[config.mk]
export PLATFORM = sky130hd
export DESIGN_NAME = rxq_top
export DESIGN_NICKNAME = d
export VERILOG_FILES = /design/src/rtl/rxq_pkg.sv /design/src/rtl/rxq_store.sv /design/src/rtl/rxq_ctrl.sv /design/src/rtl/rxq_csr.sv /design/src/rtl/rxq_top.sv
export SDC_FILE = /design/constraint.sdc
export NUM_CORES = 1
export LEC_CHECK = 0
export ABC_AREA = 0
export ABC_CLOCK_PERIOD_IN_PS = 4540
export BUFFER_PORTS_ARGS = -buffer_cell sky130_fd_sc_hd__buf_2
export CAP_MARGIN = 15
export CORE_MARGIN = 3
export CORE_UTILIZATION = 51
export DETAILED_ROUTE_END_ITERATION = 10
export PLACE_DENSITY = 0.71
export SLEW_MARGIN = 20
export SYNTH_ARGS = -nofsm -noshare
export SYNTH_HDL_FRONTEND = slang
export SYNTH_SLANG_ARGS = --single-unit
export TNS_END_PERCENT = 10
[constraint.sdc]
create_clock -name clk -period 4.54 [get_ports clk]
set_input_delay 0.454 -clock clk [delete_from_list [all_inputs] [get_ports clk]]
set_output_delay 0.454 -clock clk [all_outputs]
set_load 0.01 [all_outputs]
[src/rtl/rxq_pkg.sv]
package rxq_pkg;
  localparam int ADDR_W = 3;
  localparam int WDAT_W = 11;

  localparam logic [ADDR_W-1:0] A_CTRL   = 3'd0;
  localparam logic [ADDR_W-1:0] A_FSTAT  = 3'd1;
  localparam logic [ADDR_W-1:0] A_RDY    = 3'd2;
  localparam logic [ADDR_W-1:0] A_ERRS   = 3'd3;
  localparam logic [ADDR_W-1:0] A_RXDATA = 3'd4;

  localparam int CB_EN    = 0;
  localparam int CB_RXCLR = 1;

  typedef struct packed {
    logic       brk;
    logic       frm;
    logic       par;
    logic       ovr;
  } err_bits_t;
endpackage

[src/rtl/rxq_store.sv]
module rxq_store #(
  parameter int DEPTH = 16,
  parameter int DW    = 8,
  localparam int PW   = $clog2(DEPTH)
) (
  input  logic          clk,
  input  logic          we,
  input  logic [PW-1:0] waddr,
  input  logic [DW-1:0] wdata,
  input  logic          re,
  input  logic [PW-1:0] raddr,
  output logic [DW-1:0] rdata
);
  logic [DW-1:0] mem [DEPTH];

  // read-before-write on a shared address: a full queue popped and pushed
  // in one cycle returns the old entry
  always_ff @(posedge clk) begin
    if (we) mem[waddr] <= wdata;
    if (re) rdata <= mem[raddr];
  end
endmodule

[src/rtl/rxq_ctrl.sv]
module rxq_ctrl #(
  parameter int DEPTH = 16,
  localparam int PW   = $clog2(DEPTH),
  localparam int CW   = $clog2(DEPTH + 1)
) (
  input  logic          clk,
  input  logic          rst,
  input  logic          clr,
  input  logic          push_req,
  input  logic          pop_req,
  output logic          accept,
  output logic          pop_ok,
  output logic          drop,
  output logic [PW-1:0] waddr,
  output logic [PW-1:0] raddr,
  output logic [CW-1:0] count,
  output logic          full,
  output logic          empty
);
  logic [PW-1:0] wnxt, rnxt;

  assign empty  = (count == '0);
  assign full   = (count == CW'(DEPTH));
  assign pop_ok = pop_req & ~empty;
  assign accept = push_req & ~clr & (~full | pop_ok);
  assign drop   = push_req & ~clr & ~accept;

  if ((DEPTH & (DEPTH - 1)) == 0) begin : g_pow2
    assign wnxt = waddr + PW'(1);
    assign rnxt = raddr + PW'(1);
  end else begin : g_wrap
    assign wnxt = (waddr == PW'(DEPTH - 1)) ? '0 : waddr + PW'(1);
    assign rnxt = (raddr == PW'(DEPTH - 1)) ? '0 : raddr + PW'(1);
  end

  always_ff @(posedge clk) begin
    if (rst || clr) begin
      waddr <= '0;
      raddr <= '0;
      count <= '0;
    end else begin
      if (accept) waddr <= wnxt;
      if (pop_ok) raddr <= rnxt;
      case ({accept, pop_ok})
        2'b10:   count <= count + CW'(1);
        2'b01:   count <= count - CW'(1);
        default: count <= count;
      endcase
    end
  end
endmodule

[src/rtl/rxq_csr.sv]
module rxq_csr
  import rxq_pkg::*;
#(
  parameter int DEPTH = 16,
  localparam int CW   = $clog2(DEPTH + 1)
) (
  input  logic              clk,
  input  logic              rst,
  input  logic              reg_wr,
  input  logic              reg_rd,
  input  logic [ADDR_W-1:0] reg_addr,
  input  logic [WDAT_W-1:0] reg_wdata,
  input  logic              in_valid,
  input  logic [7:0]        in_data,
  input  logic              line_break,
  input  logic              push_valid,
  input  logic [2:0]        push_flags,
  input  logic [CW-1:0]     fifo_count,
  input  logic              fifo_full,
  input  logic              fifo_empty,
  input  logic              accept,
  input  logic              drop,
  input  logic [7:0]        mem_q,
  output logic              fifo_en,
  output logic              rx_clr,
  output logic              push_req,
  output logic              pop_req,
  output logic [3:0]        err_stat,
  output logic [31:0]       reg_rdata,
  output logic              ev_rx,
  output logic              ev_err
);
  logic       en_q;
  logic [2:0] rxlvl_q, txlvl_q;
  logic       ovf_q;
  logic [7:0] hold_q;
  logic       hold_full_q;
  err_bits_t  err_q, err_set;
  logic       rsel_q;
  logic [31:0] csr_q;

  logic wr_ctrl, rd_data, rd_err, byp_push, byp_rd, byp_ovr, empty_rd, drdy;
  logic [7:0]  cnt_field;
  logic [31:0] ctrl_word, fstat_word, rdy_word, rd_word;

  assign wr_ctrl  = reg_wr && (reg_addr == A_CTRL);
  assign rx_clr   = wr_ctrl && reg_wdata[CB_RXCLR];
  assign rd_data  = reg_rd && (reg_addr == A_RXDATA);
  assign rd_err   = reg_rd && (reg_addr == A_ERRS);
  assign fifo_en  = en_q;
  assign push_req = in_valid & en_q;
  assign pop_req  = rd_data & en_q;
  assign byp_push = in_valid & ~en_q;
  assign byp_rd   = rd_data & ~en_q;
  assign byp_ovr  = byp_push & hold_full_q & ~byp_rd;
  assign empty_rd = pop_req & fifo_empty;
  assign drdy     = en_q ? ~fifo_empty : hold_full_q;
  assign err_stat = err_q;

  always_comb begin
    err_set = '0;
    if (line_break) begin
      err_set.brk = 1'b1;
    end else if (push_valid) begin
      err_set.ovr = push_flags[0];
      err_set.par = push_flags[1];
      err_set.frm = push_flags[2];
    end
    if (drop || byp_ovr) err_set.ovr = 1'b1;
  end

  assign cnt_field  = fifo_full ? 8'd0 : 8'(fifo_count);
  assign ctrl_word  = {21'd0, txlvl_q, 1'b0, rxlvl_q, 3'b000, en_q};
  assign fstat_word = {7'd0, 1'b0, 8'd0, 6'd0, ovf_q, fifo_full, cnt_field};
  assign rdy_word   = {29'd0, 2'b11, drdy};

  always_comb begin
    case (reg_addr)
      A_CTRL:   rd_word = ctrl_word;
      A_FSTAT:  rd_word = fstat_word;
      A_RDY:    rd_word = rdy_word;
      A_ERRS:   rd_word = {28'd0, err_q};
      A_RXDATA: rd_word = en_q ? 32'd0 : {24'd0, hold_q};
      default:  rd_word = 32'd0;
    endcase
  end

  always_ff @(posedge clk) begin
    if (rst) begin
      en_q        <= 1'b0;
      rxlvl_q     <= '0;
      txlvl_q     <= '0;
      ovf_q       <= 1'b0;
      hold_q      <= '0;
      hold_full_q <= 1'b0;
      err_q       <= '0;
      rsel_q      <= 1'b0;
      csr_q       <= '0;
      ev_rx       <= 1'b0;
      ev_err      <= 1'b0;
    end else begin
      if (wr_ctrl) begin
        en_q    <= reg_wdata[CB_EN];
        rxlvl_q <= reg_wdata[6:4];
        txlvl_q <= reg_wdata[10:8];
      end
      if (rx_clr)    ovf_q <= 1'b0;
      else if (drop) ovf_q <= 1'b1;

      if (byp_push) begin
        hold_q      <= in_data;
        hold_full_q <= 1'b1;
      end else if (byp_rd) begin
        hold_full_q <= 1'b0;
      end

      if (rd_err) err_q <= err_set;
      else        err_q <= err_q | err_set;

      if (reg_rd) begin
        rsel_q <= pop_req & ~fifo_empty;
        csr_q  <= rd_word;
      end
      ev_rx  <= accept | byp_push;
      ev_err <= drop | empty_rd;
    end
  end

  assign reg_rdata = rsel_q ? {24'd0, mem_q} : csr_q;
endmodule

[src/rtl/rxq_top.sv]
module rxq_top
  import rxq_pkg::*;
#(
  parameter int DEPTH = 16,
  localparam int PW   = $clog2(DEPTH),
  localparam int CW   = $clog2(DEPTH + 1)
) (
  input  logic              clk,
  input  logic              rst,
  input  logic              push_valid,
  input  logic [7:0]        push_data,
  input  logic [2:0]        push_flags,
  input  logic              line_break,
  input  logic              reg_wr,
  input  logic              reg_rd,
  input  logic [ADDR_W-1:0] reg_addr,
  input  logic [WDAT_W-1:0] reg_wdata,
  output logic [31:0]       reg_rdata,
  output logic              ev_rx,
  output logic              ev_err
);
  logic          in_valid;
  logic [7:0]    in_data;
  logic          fifo_en, rx_clr, push_req, pop_req;
  logic          accept, pop_ok, drop, fifo_full, fifo_empty;
  logic [PW-1:0] waddr, raddr;
  logic [CW-1:0] fifo_count;
  logic [7:0]    mem_q;
  logic [3:0]    err_stat;

  // a break wins over a byte offered in the same cycle and enters zero
  assign in_valid = push_valid | line_break;
  assign in_data  = line_break ? 8'd0 : push_data;

  rxq_ctrl #(.DEPTH(DEPTH)) u_ctrl (
    .clk(clk), .rst(rst), .clr(rx_clr), .push_req(push_req), .pop_req(pop_req),
    .accept(accept), .pop_ok(pop_ok), .drop(drop), .waddr(waddr), .raddr(raddr),
    .count(fifo_count), .full(fifo_full), .empty(fifo_empty)
  );

  rxq_store #(.DEPTH(DEPTH), .DW(8)) u_store (
    .clk(clk), .we(accept), .waddr(waddr), .wdata(in_data),
    .re(pop_ok), .raddr(raddr), .rdata(mem_q)
  );

  rxq_csr #(.DEPTH(DEPTH)) u_csr (
    .clk(clk), .rst(rst), .reg_wr(reg_wr), .reg_rd(reg_rd), .reg_addr(reg_addr),
    .reg_wdata(reg_wdata), .in_valid(in_valid), .in_data(in_data),
    .line_break(line_break), .push_valid(push_valid), .push_flags(push_flags),
    .fifo_count(fifo_count), .fifo_full(fifo_full), .fifo_empty(fifo_empty),
    .accept(accept), .drop(drop), .mem_q(mem_q), .fifo_en(fifo_en),
    .rx_clr(rx_clr), .push_req(push_req), .pop_req(pop_req), .err_stat(err_stat),
    .reg_rdata(reg_rdata), .ev_rx(ev_rx), .ev_err(ev_err)
  );
endmodule

==> After elaboration in Yosys (flattened, before gate mapping) <==
Memory sizes are Yosys's and may differ from the RTL's. A register that Yosys moved wholly into a read port is not among the register bits.
Index checks and enable logic that the tools add are counted.
{ "classes": {"n_eq_ne": 7, "muxes": 16, "add_sub_neg": 4, "n_reduce_logical": 11, "bitwise": 22} }
{ "op_table": {"columns": ["op", "n"], "rows": [
  ["case mux 32 bit (5 select lines)", 1],
  ["2-to-1 mux 32 bit", 1],
  ["2-to-1 mux 8 bit", 2],
  ["bitwise AND 1 bit", 11],
  ["case mux 5 bit (2 select lines)", 1],
  ["adder 4 x 1 -> 4 bit, second input constant", 2],
  ["2-to-1 mux 1 bit", 7],
  ["== test 3 x 2 -> 1 bit, second input constant", 2],
  ["2-to-1 mux 3 bit", 2],
  ["NOT 1 bit", 6],
  ["adder 5 x 1 -> 5 bit, second input constant", 1],
  ["== test 5 bit, second input constant", 1],
  ["zero test 5 bit", 1],
  ["2-to-1 mux 5 bit", 1],
  ["subtractor 5 x 1 -> 5 bit, second input constant", 1],
  ["logical AND 1 bit", 4],
  ["2-to-1 mux 4 bit", 1],
  ["OR 1 bit", 4],
  ["OR 4 bit", 1],
  ["nonzero test 2 bit", 2],
  ["== test 3 x 1 -> 1 bit, second input constant", 1],
  ["== test 3 bit, second input constant", 1],
  ["zero test 3 bit", 1],
  ["== test 2 x 1 -> 1 bit, second input constant", 1],
  ["other kinds (3)", 4]
]} }
{ "totals": {"inputBits": 31, "memories": 1, "reg_bits": 69, "elab_cells": 78, "out_inout_bits": 34, "ram_bits": 128} }
{ "memory_table": {"columns": ["memory", "depth", "width", "rd", "rd_clocked_by_memory_dff", "wr", "line_no", "text"], "rows": [
  ["u_store.mem", 16, 8, 1, 1, 1, "rxq_store.sv:14", "logic [DW-1:0] mem [DEPTH];"]
]} }

==> Depth between registers and ports, before layout <==
Gate-level depths: netlist of run 1.
{ "logic_depth": {"depth_word": 12, "ltp_mapped": 12, "depth_no_buf": 10} }

==> Cells and area by module <==
From an unflattened synthesis of run 1, not the netlist that was laid out.
{ "unflattened": {"hier_cells": 557, "hier_area_um2": 7906.3} }
{ "by_module_without_submodules": {"columns": ["module", "cells_each", "area_per_inst_um2", "n_inst", "seq_area_each_um2"], "rows": [
  ["rxq_store", 229, 5227.5, 1, 4083.9],
  ["rxq_csr", 222, 1780.5, 1, 700.7],
  ["rxq_ctrl", 97, 842.1, 1, 260.2],
  ["rxq_top", 9, 56.3, 1, 0.0]
]} }

==> Worst setup path after synthesis of run 1 <==
OpenSTA, ideal clock, no wires.
{ "synth_path": {"path_type": "input -> register", "start": "input port reg_addr[0]", "end": "register u_ctrl.count[4]", "setup_ps": 123, "required_ps": 4417, "path_slack_ps": 1669, "cell_stages": 10, "path_buffers": 1, "t_arrival_ps": 2748, "path_cell_list": "buf_4 -> nand4bb_4 -> a211oi_4 -> nand2_4 -> inv_2 -> ha_1 -> a21o_1 -> a21oi_1 -> mux2i_1 -> mux2_1"} }
{ "synth_via": {"elab_chain_len": 8, "word_cells_on_any_way": 16, "cone_classes": "eq/ne (3); mux (1); bitwise (6); reduce/logical (6)"} }
{ "synth_rtl": {"columns": ["element", "line_no", "text"], "rows": [
  ["from (decl)", "rxq_top.sv:16", "input logic [ADDR_W-1:0] reg_addr,"],
  ["== test 3 bit *", "rxq_csr.sv:48", "assign rd_data = reg_rd && (reg_addr == A_RXDATA);"],
  ["logical AND 1 bit *", "rxq_csr.sv:48", null],
  ["bitwise AND 1 bit *", "rxq_csr.sv:52", "assign pop_req = rd_data & en_q;"],
  ["bitwise AND 1 bit *", "rxq_ctrl.sv:24", "assign pop_ok = pop_req & ~empty;"],
  ["named net pop_ok", "rxq_top.sv:25", "logic accept, pop_ok, drop, fifo_full, fifo_empty;"],
  ["OR 1 bit", "rxq_ctrl.sv:25", "assign accept = push_req & ~clr & (~full | pop_ok);"],
  ["bitwise AND 1 bit", "rxq_ctrl.sv:25", null],
  ["== test 2 x 1 -> 1 bit / == test 2 bit (equally long branches)", "rxq_ctrl.sv:44", "case ({accept, pop_ok})"],
  ["case mux 5 bit (2 select lines) / nonzero test 2 bit (equally long branches)", null, null],
  ["to (signal assigned)", "rxq_ctrl.sv:45", "2'b10: count <= count + CW'(1);"],
  ["to (signal assigned)", "rxq_ctrl.sv:46", "2'b01: count <= count - CW'(1);"],
  ["to (signal assigned)", "rxq_ctrl.sv:47", "default: count <= count;"],
  ["to (decl)", "rxq_ctrl.sv:16", "output logic [CW-1:0] count,"]
]} }
The timed path passes the listed nets; every way through them passes the cells marked *.
A chain may end at the register's enable or synchronous reset.

==> Worst setup path in the final report of run 1 <==
{ "layout_path": {"start": "register u_csr.en_q (netlist: u_csr.fifo_en)", "end": "memory u_store.mem[13][2] (enable)"} }
{ "layout_via": {"elab_chain_len": 6, "word_cells_on_any_way": 8, "cone_classes": "mux (2); bitwise (6)"} }
{ "layout_rtl": {"columns": ["element", "line_no", "text"], "rows": [
  ["from (decl)", "rxq_csr.sv:33", "logic en_q;"],
  ["from (signal assigned)", "rxq_csr.sv:103", "en_q <= reg_wdata[CB_EN];"],
  ["bitwise AND 1 bit", "rxq_csr.sv:52", null],
  ["bitwise AND 1 bit", "rxq_ctrl.sv:24", null],
  ["OR 1 bit", "rxq_ctrl.sv:25", null],
  ["bitwise AND 1 bit *", "rxq_ctrl.sv:25", null],
  ["2-to-1 mux 1 bit *", "rxq_store.sv:19", "if (we) mem[waddr] <= wdata;"],
  ["2-to-1 mux 1 bit (not written as such) *", "rxq_store.sv:19", null],
  ["to (decl)", "rxq_store.sv:14", null]
]} }
Mark *: on every way between the ends. The rest lies on a longest branch, timed or not.

==> results.json, run 1 <==
{
  "async_flop_share_pct": 0,
  "post-cts-setup-buffers": 0,
  "min_to": "u_csr.txlvl_q[0]",
  "fmax_mhz": 349,
  "ys_seq_elements": 184,
  "p_sw_share_pct": 22.2,
  "grt_usage_pct": 20.1,
  "die_w_um": 129,
  "maxSlewViolCount": 0,
  "power.share.combinational_pct": 3.5,
  "relSlewSlack_pct": 37.4,
  "irDropWorstVdd_uv": 331,
  "min_period_over_period_pct": 63.1,
  "dpl-instance-area_sq_mm": 0.00809,
  "finalCriticalPeriod_ps": 2860,
  "yosysTopAreaCellShare_pct": 52.6,
  "clockRootBuffer": "clkbuf_16",
  "initial_utilization_pct": 52.8,
  "rrSetupSlack_ps": 1680,
  "hold_viol_final": 0,
  "grt_pass1_vias": 4324,
  "seq_area_frac_synth_pct": 65.0,
  "synth_xor_area_share_pct": 0.903,
  "nets": 598,
  "p_clk_share_pct": 41.2,
  "finalWeightedCongestion": 0.859,
  "cpPeakStageDelay_ps": 710,
  "netlist-cell-type-count": 51,
  "cts_tree": "yes",
  "ys.flop_type": "edfxtp_1",
  "tightest_slew_ps": 936,
  "drt-total-wl_mm": 15.8,
  "start_kind": "flop",
  "synthSimpleGateAreaFrac_pct": 8.56,
  "setup_tns_ps": 0,
  "final_area_sq_mm": 0.00863,
  "arrival_ps": 2920,
  "dieArea_sq_mm": 0.0167,
  "timing.critical_path.required_ps": 4590,
  "setup_viol": 0,
  "antenna_found_initial": 0,
  "h-tree-depth": 4,
  "status": "complete, no violations",
  "cp-end-kind": "flop",
  "regToRegStartpoint": "u_csr.fifo_en",
  "first_iter_violations": 402,
  "dr.pass1.iters": 5,
  "leakage_nw": 2.88,
  "whs_ps": 256,
  "cts_sinks": 184,
  "drv_cap": 0,
  "power.switching_w": 0.000731,
  "io_buffers": 40,
  "r2r_cells": 5,
  "power_density_mw_per_mm2": 381,
  "insertion_delay_ps": 430,
  "seqPwrFrac_pct": 55.3,
  "path_cells": "o21ai_0 -> a21o_2 -> a21oi_1 -> nand2_1 -> nor2_1",
  "synth.area.top_cells": "edfxtp_1 53%, dfxtp_1 12%, mux4_2 12%",
  "hold_path_class": "input port to flop",
  "clk_path_buf_depth": 2,
  "synthMuxAreaShare_pct": 14.7,
  "drive_above_1_share_pct": 26.6,
  "synth_top_area_cell": "edfxtp_1",
  "post-route-util_pct": 58.7,
  "cts_hold_buf": 0,
  "grt_pass1_wl_mm": 24.4,
  "cp_slowest_cell": "nor2_1",
  "internal_power_w": 0.00256,
  "skew_ps": 8.51,
  "num_rows": 44,
  "fill_cells": 1121,
  "dp_hpwl_mm": 10.3,
  "die_h_um": 129,
  "postSynthAreaPerCell_sq_um": 15.0,
  "yosysWarnings": 0,
  "cts_buffers": 17,
  "netlist_instances": 517,
  "holdPathStages": 3,
  "wl_per_cell_um": 20.9,
  "layout_setup_ws_ps": 1680,
  "core_area_sq_mm": 0.0147,
  "ant_nets": 0,
  "worstPathMaxFanout": 9,
  "vias": 4408,
  "post-place-ws_ps": 1520,
  "ctsResizeCount": 0,
  "drc": 0,
  "synth_edf_count": 136,
  "grt_max_degree": 36,
  "reg2reg_to": "u_store.mem[13][2]",
  "vias_per_cell": 5.84,
  "overflow": 0,
  "rsz0062_at_grt": "false",
  "worstHoldStart": "reg_wdata[8]",
  "synth_compound_area_share_pct": 5.11,
  "worst-setup-path-type": "flop to flop",
  "synth_top_family_by_area": "multiplexers",
  "area_growth_pct": 11.2,
  "synthAdderAreaFrac_pct": 1.55,
  "clk_pin_slew_worst_paths_ps": 70,
  "syn_area_sq_mm": 0.00776,
  "antenna_cells": 0,
  "pin_count": 65
}
## cells in the mapped netlist, types with 4 or more instances
cell type and instances:
nand3_1 12, edfxtp_1 136, a21oi_1 24, nand2_1 30
nor2b_1 14, nor3_1 11, clkbuf_1 15, buf_1 7
a22oi_1 8, xnor2_1 4, nor2_1 53, dfxtp_1 48
nand2b_1 4, mux2i_1 12, xor2_1 4, mux2_2 10
o21ai_0 6, mux4_2 40, inv_1 7, buf_4 24
buf_2 5, ha_1 8
## sequential cells by signal, summed over array words and instances (netlist names)
name / cells
u_ctrl.count: 5
u_csr.rsel_q: 1
u_csr.ev_err: 1
u_ctrl.raddr: 4
u_store.rdata: 8
u_csr.hold_full_q: 1
u_csr.err_stat: 4
u_store.mem: 128
u_csr.fifo_en: 1
u_csr.ovf_q: 1
u_csr.rxlvl_q: 3
u_ctrl.waddr: 4
u_csr.csr_q: 11
u_csr.txlvl_q: 3
u_csr.hold_q: 8
u_csr.ev_rx: 1
## through the flow
| stage | cells | power (W) |
|---|---|---|
| after floorplan | 537 | 0.00194 |
| after global placement | 723 | 0.00197 |
| after detailed placement | 723 | 0.00197 |
| after CTS | 755 | 0.00332 |
| after global routing | 755 | 0.00340 |
| final | 755 | 0.00329 |
## cell type report
type / count / area [sq um] / area share, %
clock buffer: 17 / 425 / 4.93
clock inverter: 15 / 115 / 1.33
inverter: 8 / 30.0 / 0.348
multi-input combinational: 294 / 2490 / 28.8
sequential: 184 / 5050 / 58.5
tap: 184 / 230 / 2.67
timing repair buffer: 53 / 298 / 3.45
## layer usage
metal | share of wire [%] | vias up | track usage, %
met5 | 0 | - | 0
met4 | 3.3 | 0 | 8.34
met3 | 7.0 | 33 | 4.91
met2 | 48 | 186 | 32.7
met1 | 42 | 2193 | 26.2
li1 | - | 1996 | -
## worst max-delay path: cells and delay by family (launching register included)
family | cells | cell delay (ps)
and+or+nand+nor | 2 | 980
DFF | 1 | 560
AOI/OAI and AO/OA | 3 | 950
## power groups by stage
stage / Clock, W / Sequential (W) / Combinational [W]
floorplan: 0 / 0.00185 / 0.0000876
global placement: 0 / 0.00185 / 0.000112
detailed placement: 0 / 0.00186 / 0.000116
CTS: 0.00138 / 0.00182 / 0.000116
global route: 0.00146 / 0.00182 / 0.000129
finish: 0.00135 / 0.00182 / 0.000116
## worst max path at each step
stage	from	endpoint	cells past startpoint
3_3_place_gp	reg_addr[0]	u_store.mem[12][7]	6
2_1_floorplan	reg_addr[0]	u_ctrl.count[4]	10
6_report	u_csr.fifo_en	u_store.mem[13][2]	5
5_1_grt	u_csr.fifo_en	u_store.mem[14][6]	5
4_1_cts	u_csr.fifo_en	u_store.mem[13][6]	5
3_5_place_dp	reg_addr[0]	u_store.mem[13][7]	6
## kinds of logic (layout without fill, tap and decap cells)
group,count (synthesis),after routing
multiplexers,63,63
AND/OR/NAND/NOR,135,135
AO/OA/AOI/OAI,58,58
XOR/XNOR,8,8
buffers and inverters,59,93
adder cells (fa/ha/maj),9,9
other,1,21
flip-flops,184,184
## placed cells by master, fill, tap and decap left out, types with 10 or more instances in the layout
| cell type | instances |
|---|---|
| conb_1 | 21 |
| mux2i_1 | 12 |
| nor2_1 | 53 |
| buf_2 | 40 |
| nand3_1 | 12 |
| buf_4 | 13 |
| nand2_1 | 30 |
| a21oi_1 | 24 |
| clkbuf_16 | 17 |
| nor2b_1 | 12 |
| nor3_1 | 11 |
| mux4_2 | 40 |
| edfxtp_1 | 136 |
| dfxtp_1 | 46 |
| mux2_2 | 10 |
(Power assumes the default switching activity.)
==> run 2: changes to the inputs <==
--- a/config.mk
+++ b/config.mk
@@ -5,14 +5,14 @@
 export SDC_FILE = /design/constraint.sdc
 export NUM_CORES = 1
 export LEC_CHECK = 0
-export ABC_AREA = 0
-export ABC_CLOCK_PERIOD_IN_PS = 4540
+export ABC_AREA = 1
+export ABC_CLOCK_PERIOD_IN_PS = 2600
 export BUFFER_PORTS_ARGS = -buffer_cell sky130_fd_sc_hd__buf_2
 export CAP_MARGIN = 15
 export CORE_MARGIN = 3
 export CORE_UTILIZATION = 51
 export DETAILED_ROUTE_END_ITERATION = 10
-export PLACE_DENSITY = 0.71
+export PLACE_DENSITY = 0.73
 export SLEW_MARGIN = 20
 export SYNTH_ARGS = -nofsm -noshare
 export SYNTH_HDL_FRONTEND = slang
==> constraint.sdc (replaced) <==
create_clock -name clk -period 2.6 [get_ports clk]
set_input_delay 0.26 -clock clk [delete_from_list [all_inputs] [get_ports clk]]
set_output_delay 0.26 -clock clk [all_outputs]
set_load 0.01 [all_outputs]
==> run 2 against run 1 <==
Sequential share of layout area is 2.3 points lower. Critical path depth up 8. Register-to-register slack worse by 1200 ps. Largest cell class unchanged. Highest routed layer unchanged. Critical path type unchanged. Core utilization rose by 1.7 points. Flip-flop and latch count is the same.
==> results.json, run 2 <==
{
  "h-tree-depth": 4,
  "netlist_instances": 758,
  "regToRegStartpoint": "u_ctrl.count[0]",
  "reg2reg_to": "u_ctrl.count[4]",
  "largest_register": "u_store.mem",
  "vias": 5709,
  "synth_top_area_cell": "edfxtp_1",
  "synth.area.top_cells": "edfxtp_1 52%, dfxtp_1 12%, nor2_1 7.6%",
  "initial_utilization_pct": 53.3,
  "postSynthAreaPerCell_sq_um": 10.5,
  "layout_commonest_cell": "nor2_1",
  "synth_common_cells": "160 x nor2_1, 136 x edfxtp_1, 86 x o21ai_0",
  "dr.pass1.iters": 5,
  "cts_hold_buf": 0,
  "irDropWorstVdd_uv": 501,
  "die_w_um": 131,
  "cts_buffers": 17,
  "pin_count": 65,
  "fmax_mhz": 475,
  "yosysTopAreaCellShare_pct": 51.6,
  "clk_path_buf_depth": 2,
  "rrSetupSlack_ps": 500,
  "die_h_um": 131,
  "finalCriticalPeriod_ps": 2100,
  "dp_hpwl_mm": 11.9,
  "cts_sinks": 184,
  "final_area_sq_mm": 0.00899,
  "setup_tns_ps": 0,
  "hold_viol_final": 0,
  "finalWeightedCongestion": 0.866,
  "min_to": "u_csr.err_stat[1]",
  "insertion_delay_ps": 430,
  "num_rows": 44,
  "drive_above_1_share_pct": 16.6,
  "grt_pass1_vias": 5416,
  "layout_common_cells": "160 x nor2_1, 136 x edfxtp_1, 86 x o21ai_0, 77 x nand2_1, 47 x dfxtp_1",
  "drt-total-wl_mm": 18.3,
  "nets": 854,
  "arrival_ps": 2430,
  "vias_per_cell": 5.65,
  "start_kind": "flop",
  "antenna_cells": 0,
  "ant_nets": 0,
  "syn_area_sq_mm": 0.00792,
  "clockRootBuffer": "clkbuf_16",
  "dpl-instance-area_sq_mm": 0.00837,
  "maxSlewViolCount": 0,
  "leakage_nw": 3.31,
  "min_period_over_period_pct": 81.0,
  "setup_viol": 0,
  "cp-end-kind": "flop",
  "seq_area_frac_synth_pct": 63.7,
  "yosysWarnings": 0,
  "largestRegisters": "u_store.mem (128), u_csr.csr_q (11)",
  "grt_pass1_wl_mm": 28.5,
  "largest_reg_flops": 128,
  "first_iter_violations": 725,
  "netlist-cell-type-count": 36,
  "status": "complete, no violations",
  "area_growth_pct": 13.4,
  "relSlewSlack_pct": 62.2,
  "core_area_sq_mm": 0.0149,
  "rsz0062_at_grt": "false",
  "cts_tree": "yes",
  "tightest_slew_ps": 565,
  "antenna_found_initial": 0,
  "skew_ps": 8.24,
  "post-cts-setup-buffers": 0,
  "r2r_cells": 13,
  "ctsResizeCount": 0,
  "wl_per_cell_um": 18.1,
  "holdPathStages": 3,
  "worstHoldStart": "push_flags[1]",
  "dieArea_sq_mm": 0.0171,
  "io_buffers": 40,
  "hold_path_class": "input port to flop",
  "worstPathMaxFanout": 5,
  "ys_seq_elements": 184,
  "overflow": 0,
  "ys.flop_type": "edfxtp_1",
  "timing.critical_path.required_ps": 2930,
  "drc": 0,
  "synth_edf_count": 136,
  "async_flop_share_pct": 0,
  "drv_cap": 0,
  "grt_max_degree": 68,
  "power_density_mw_per_mm2": 679,
  "clk_pin_slew_worst_paths_ps": 70,
  "yosysMostFrequentCell": "nor2_1",
  "worst-setup-path-type": "flop to flop",
  "grt_usage_pct": 22.2
}
run 2: changes by cell type after synthesis, sizes merged, moves of 11 or more:
cell and change:
inv +34, nand2 +52, nor2b -14, a21oi +11
nand3 +24, nor2 +109, o211ai +32, o21ai +91
mux4 -40, mux2i -12
run 2: kinds of logic after synthesis:
logic type	after synthesis	synth area share, %
AOI/OAI and AO/OA	170	11.9
xor gates and xnor gates	2	0.221
adders and majority gates	9	1.52
buffers and inverters	98	6.14
DFF	184	63.7
muxes	8	1.14
other	1	0.0473
and+or+nand+nor	286	15.3
run 2: critical path, cell delays in order (launching register included):
cell and delay [ps]:
dfxtp_1 360, nor2_1 170, nand3_1 170, inv_1 160, nor2_4 50, nand2_4 80
inv_1 90, fa_1 410, nand3_1 100, nand2_1 70, nand3_1 80, nand2_1 60
a21oi_1 130, nor2_1 60
run 2: worst max path at each step:
stage	cells after the start	end	start	slack, ps
2_1_floorplan	13	u_ctrl.count[4]	u_ctrl.count[0]	560
3_3_place_gp	13	u_ctrl.count[4]	reg_addr[1]	550
3_5_place_dp	13	u_ctrl.count[4]	u_ctrl.count[1]	490
4_1_cts	13	u_ctrl.count[4]	u_ctrl.count[0]	490
5_1_grt	13	u_ctrl.count[4]	u_ctrl.count[0]	210
6_report	13	u_ctrl.count[4]	u_ctrl.count[0]	500
run 2: metrics by stage:
step / setup WS, ps / power [W] / hold WS (ps) / util [%] / std cells
final: 495 / 0.00610 / 112 / 60.5 / 1011
after global routing: 206 / 0.00627 / 108 / 60.5 / 1011
after CTS: 495 / 0.00612 / 95.1 / 60.5 / 1011
after detailed placement: 493 / 0.00348 / 450 / 56.3 / 979
after global placement: 546 / 0.00348 / 449 / 56.3 / 979
after floorplan: 556 / 0.00341 / 424 / - / 778
run 2: area by class of cell:
cell class	count	area (sq um)
Clock buffer	19	453
Multi-Input combinational cell	496	2460
Clock inverter	13	166
Sequential cell	184	5050
Timing Repair Buffer	71	458
Inverter	44	168
Fill cell	1215	5880
Tap cell	184	230
run 2: layer usage:
metal | global-route usage, % | up-vias | wire [um]
li1 | - | 2698 | -
met1 | 29.1 | 2755 | 7840
met5 | 0 | - | 0
met3 | 4.88 | 32 | 1110
met4 | 8.77 | 0 | 495
met2 | 36.2 | 224 | 8870
run 2: power breakdown:
group	switching (W)	total [W]	internal [W]	leakage, nW
combinational	0.000165	0.000232	0.0000665	1.38
sequential	0.0000175	0.00319	0.00317	1.63
clock	0.00110	0.00267	0.00157	0.302
==> run 3: changes to the inputs <==
--- a/config.mk
+++ b/config.mk
@@ -6,13 +6,13 @@
 export NUM_CORES = 1
 export LEC_CHECK = 0
 export ABC_AREA = 1
-export ABC_CLOCK_PERIOD_IN_PS = 2600
+export ABC_CLOCK_PERIOD_IN_PS = 2000
 export BUFFER_PORTS_ARGS = -buffer_cell sky130_fd_sc_hd__buf_2
 export CAP_MARGIN = 15
 export CORE_MARGIN = 3
 export CORE_UTILIZATION = 51
 export DETAILED_ROUTE_END_ITERATION = 10
-export PLACE_DENSITY = 0.73
+export PLACE_DENSITY = 0.71
 export SLEW_MARGIN = 20
 export SYNTH_ARGS = -nofsm -noshare
 export SYNTH_HDL_FRONTEND = slang
==> constraint.sdc (replaced) <==
create_clock -name clk -period 2 [get_ports clk]
set_input_delay 0.2 -clock clk [delete_from_list [all_inputs] [get_ports clk]]
set_output_delay 0.2 -clock clk [all_outputs]
set_load 0.01 [all_outputs]
==> run 3 against run 2 <==
Combinational power up 40%. Cell count up 1.3%. Fmax up 13%. First-iteration DRC count down 31%. Largest cell class unchanged. Largest power group unchanged.
==> results.json, run 3 (same netlist as run 2, synthesis figures left out) <==
{
  "dieArea_sq_mm": 0.0171,
  "grt_pass1_vias": 5462,
  "clk_pin_slew_worst_paths_ps": 70,
  "start_kind": "flop",
  "core_area_sq_mm": 0.0149,
  "hold_viol_final": 0,
  "irDropWorstVdd_uv": 669,
  "largestRegisters": "u_store.mem (128), u_csr.csr_q (11)",
  "post-cts-setup-buffers": 0,
  "grt_usage_pct": 21.8,
  "h-tree-depth": 4,
  "layout_setup_ws_ps": 129,
  "wl_per_cell_um": 17.5,
  "skew_ps": 10.9,
  "hold_path_class": "input port to flop",
  "maxSlewViolCount": 0,
  "grt_pass1_wl_mm": 27.7,
  "finalCriticalPeriod_ps": 1870,
  "cts_tree": "yes",
  "antenna_cells": 0,
  "leakage_nw": 3.38,
  "layout_commonest_cell": "nor2_1",
  "vias_per_cell": 5.55,
  "overflow": 0,
  "ant_nets": 0,
  "grt_max_degree": 68,
  "antenna_found_initial": 0,
  "worst-setup-path-type": "flop to flop",
  "fmax_mhz": 535,
  "power_density_mw_per_mm2": 863,
  "initial_utilization_pct": 53.3,
  "status": "complete, no violations",
  "insertion_delay_ps": 430,
  "cts_sinks": 184,
  "vias": 5679,
  "setup_viol": 0,
  "power_w": 0.00783,
  "nets": 867,
  "clockRootBuffer": "clkbuf_16",
  "dp_hpwl_mm": 11.7,
  "drt-total-wl_mm": 18.0,
  "timing.critical_path.required_ps": 2330,
  "drive_above_1_share_pct": 18.6,
  "post-place-ws_ps": 66.0,
  "dr.pass1.iters": 6,
  "min_period_over_period_pct": 93.5,
  "pin_count": 65,
  "clk_path_buf_depth": 2,
  "first_iter_violations": 498,
  "cp-end-kind": "flop",
  "drc": 0,
  "io_buffers": 40,
  "cts_buffers": 17,
  "area_growth_pct": 14.6,
  "largest_register": "u_store.mem",
  "die_w_um": 131,
  "largest_reg_flops": 128,
  "drv_cap": 0,
  "finalWeightedCongestion": 0.920,
  "worstPathMaxFanout": 4,
  "die_h_um": 131,
  "num_rows": 44,
  "layout_common_cells": "158 x nor2_1, 136 x edfxtp_1, 86 x o21ai_0, 77 x nand2_1, 43 x dfxtp_1",
  "arrival_ps": 2200
}
## run 3: changes by cell type in the layout (fill, tap and decap cells not counted), moves of 2 or more
cell       change
buf_4         +13
dfxtp_1        -4
dfxtp_2        +4
clkbuf_16      +3
bufinv_16      -2
inv_1          -2
inv_2          +2
inv_4          +2
nor2_1         -2
nor2_2         +2
## run 3: metrics by stage
| step | cells | utilization, % | cell area (sq um) | TNS, ps | hold WS (ps) |
|---|---|---|---|---|---|
| global placement | 992 | 57.0 | 8470 | 0 | 447 |
| floorplan | 778 | - | 8000 | 0 | 364 |
| CTS | 1024 | 61.0 | 9070 | 0 | 18.7 |
| detailed placement | 992 | 57.0 | 8470 | 0 | 451 |
| finish | 1024 | 61.1 | 9080 | 0 | 38.1 |
| global route | 1024 | 61.1 | 9080 | -18.5 | 28.3 |
## run 3: final cells by class
cell class	count	area (sq um)
inverter	44	168
clock buffer	23	526
multi-input combinational	496	2470
timing repair buffer	84	556
clock inverter	9	81.3
sequential	184	5050
fill	1200	5780
tap	184	230
## run 3: per-layer routing
metal | wire [um] | share of wire, % | global-route usage [%]
met5 | 0 | 0 | 0
met4 | 425 | 2.4 | 9.68
met3 | 1320 | 7.3 | 4.63
met2 | 8610 | 48 | 35.6
met1 | 7620 | 42 | 28.1
## run 3: final timing paths
| path | endpoint | startpoint | depth (start not counted) | slack, ps |
|---|---|---|---|---|
| worst min-delay path | u_csr.err_stat[2] | push_flags[2] | 3 | 40 |
| worst min register to register | u_csr.txlvl_q[0] | u_csr.txlvl_q[0] | 2 | 460 |
| worst max-delay path | u_ctrl.count[4] | u_ctrl.count[0] | 13 | 130 |
| worst max register to register | u_ctrl.count[4] | u_ctrl.count[0] | 13 | 130 |
## run 3: repair_timing
action / in CTS / in global routing
gates resized for setup: 0 / 5
hold buffers: 0 / 0
setup endpoints to repair: 0 / 2
hold endpoints to repair: 0 / 0
## run 3: power breakdown
group	switching [W]	total (W)	internal, W
sequential	0.0000209	0.00415	0.00413
combinational	0.000223	0.000324	0.000102
clock	0.00138	0.00336	0.00198
total	0.00162	0.00783	0.00621
## run 3: worst max-delay path, cell delays in order, from the launching register on
cell and delay [ps]:
dfxtp_2 330, nor2_2 120, nand3_1 120, inv_2 100, nor2_4 50, nand2_4 80, inv_2 70, fa_1 390
nand3_1 100, nand2_1 80, nand3_1 80, nand2_1 60, a21oi_1 130, nor2_1 60
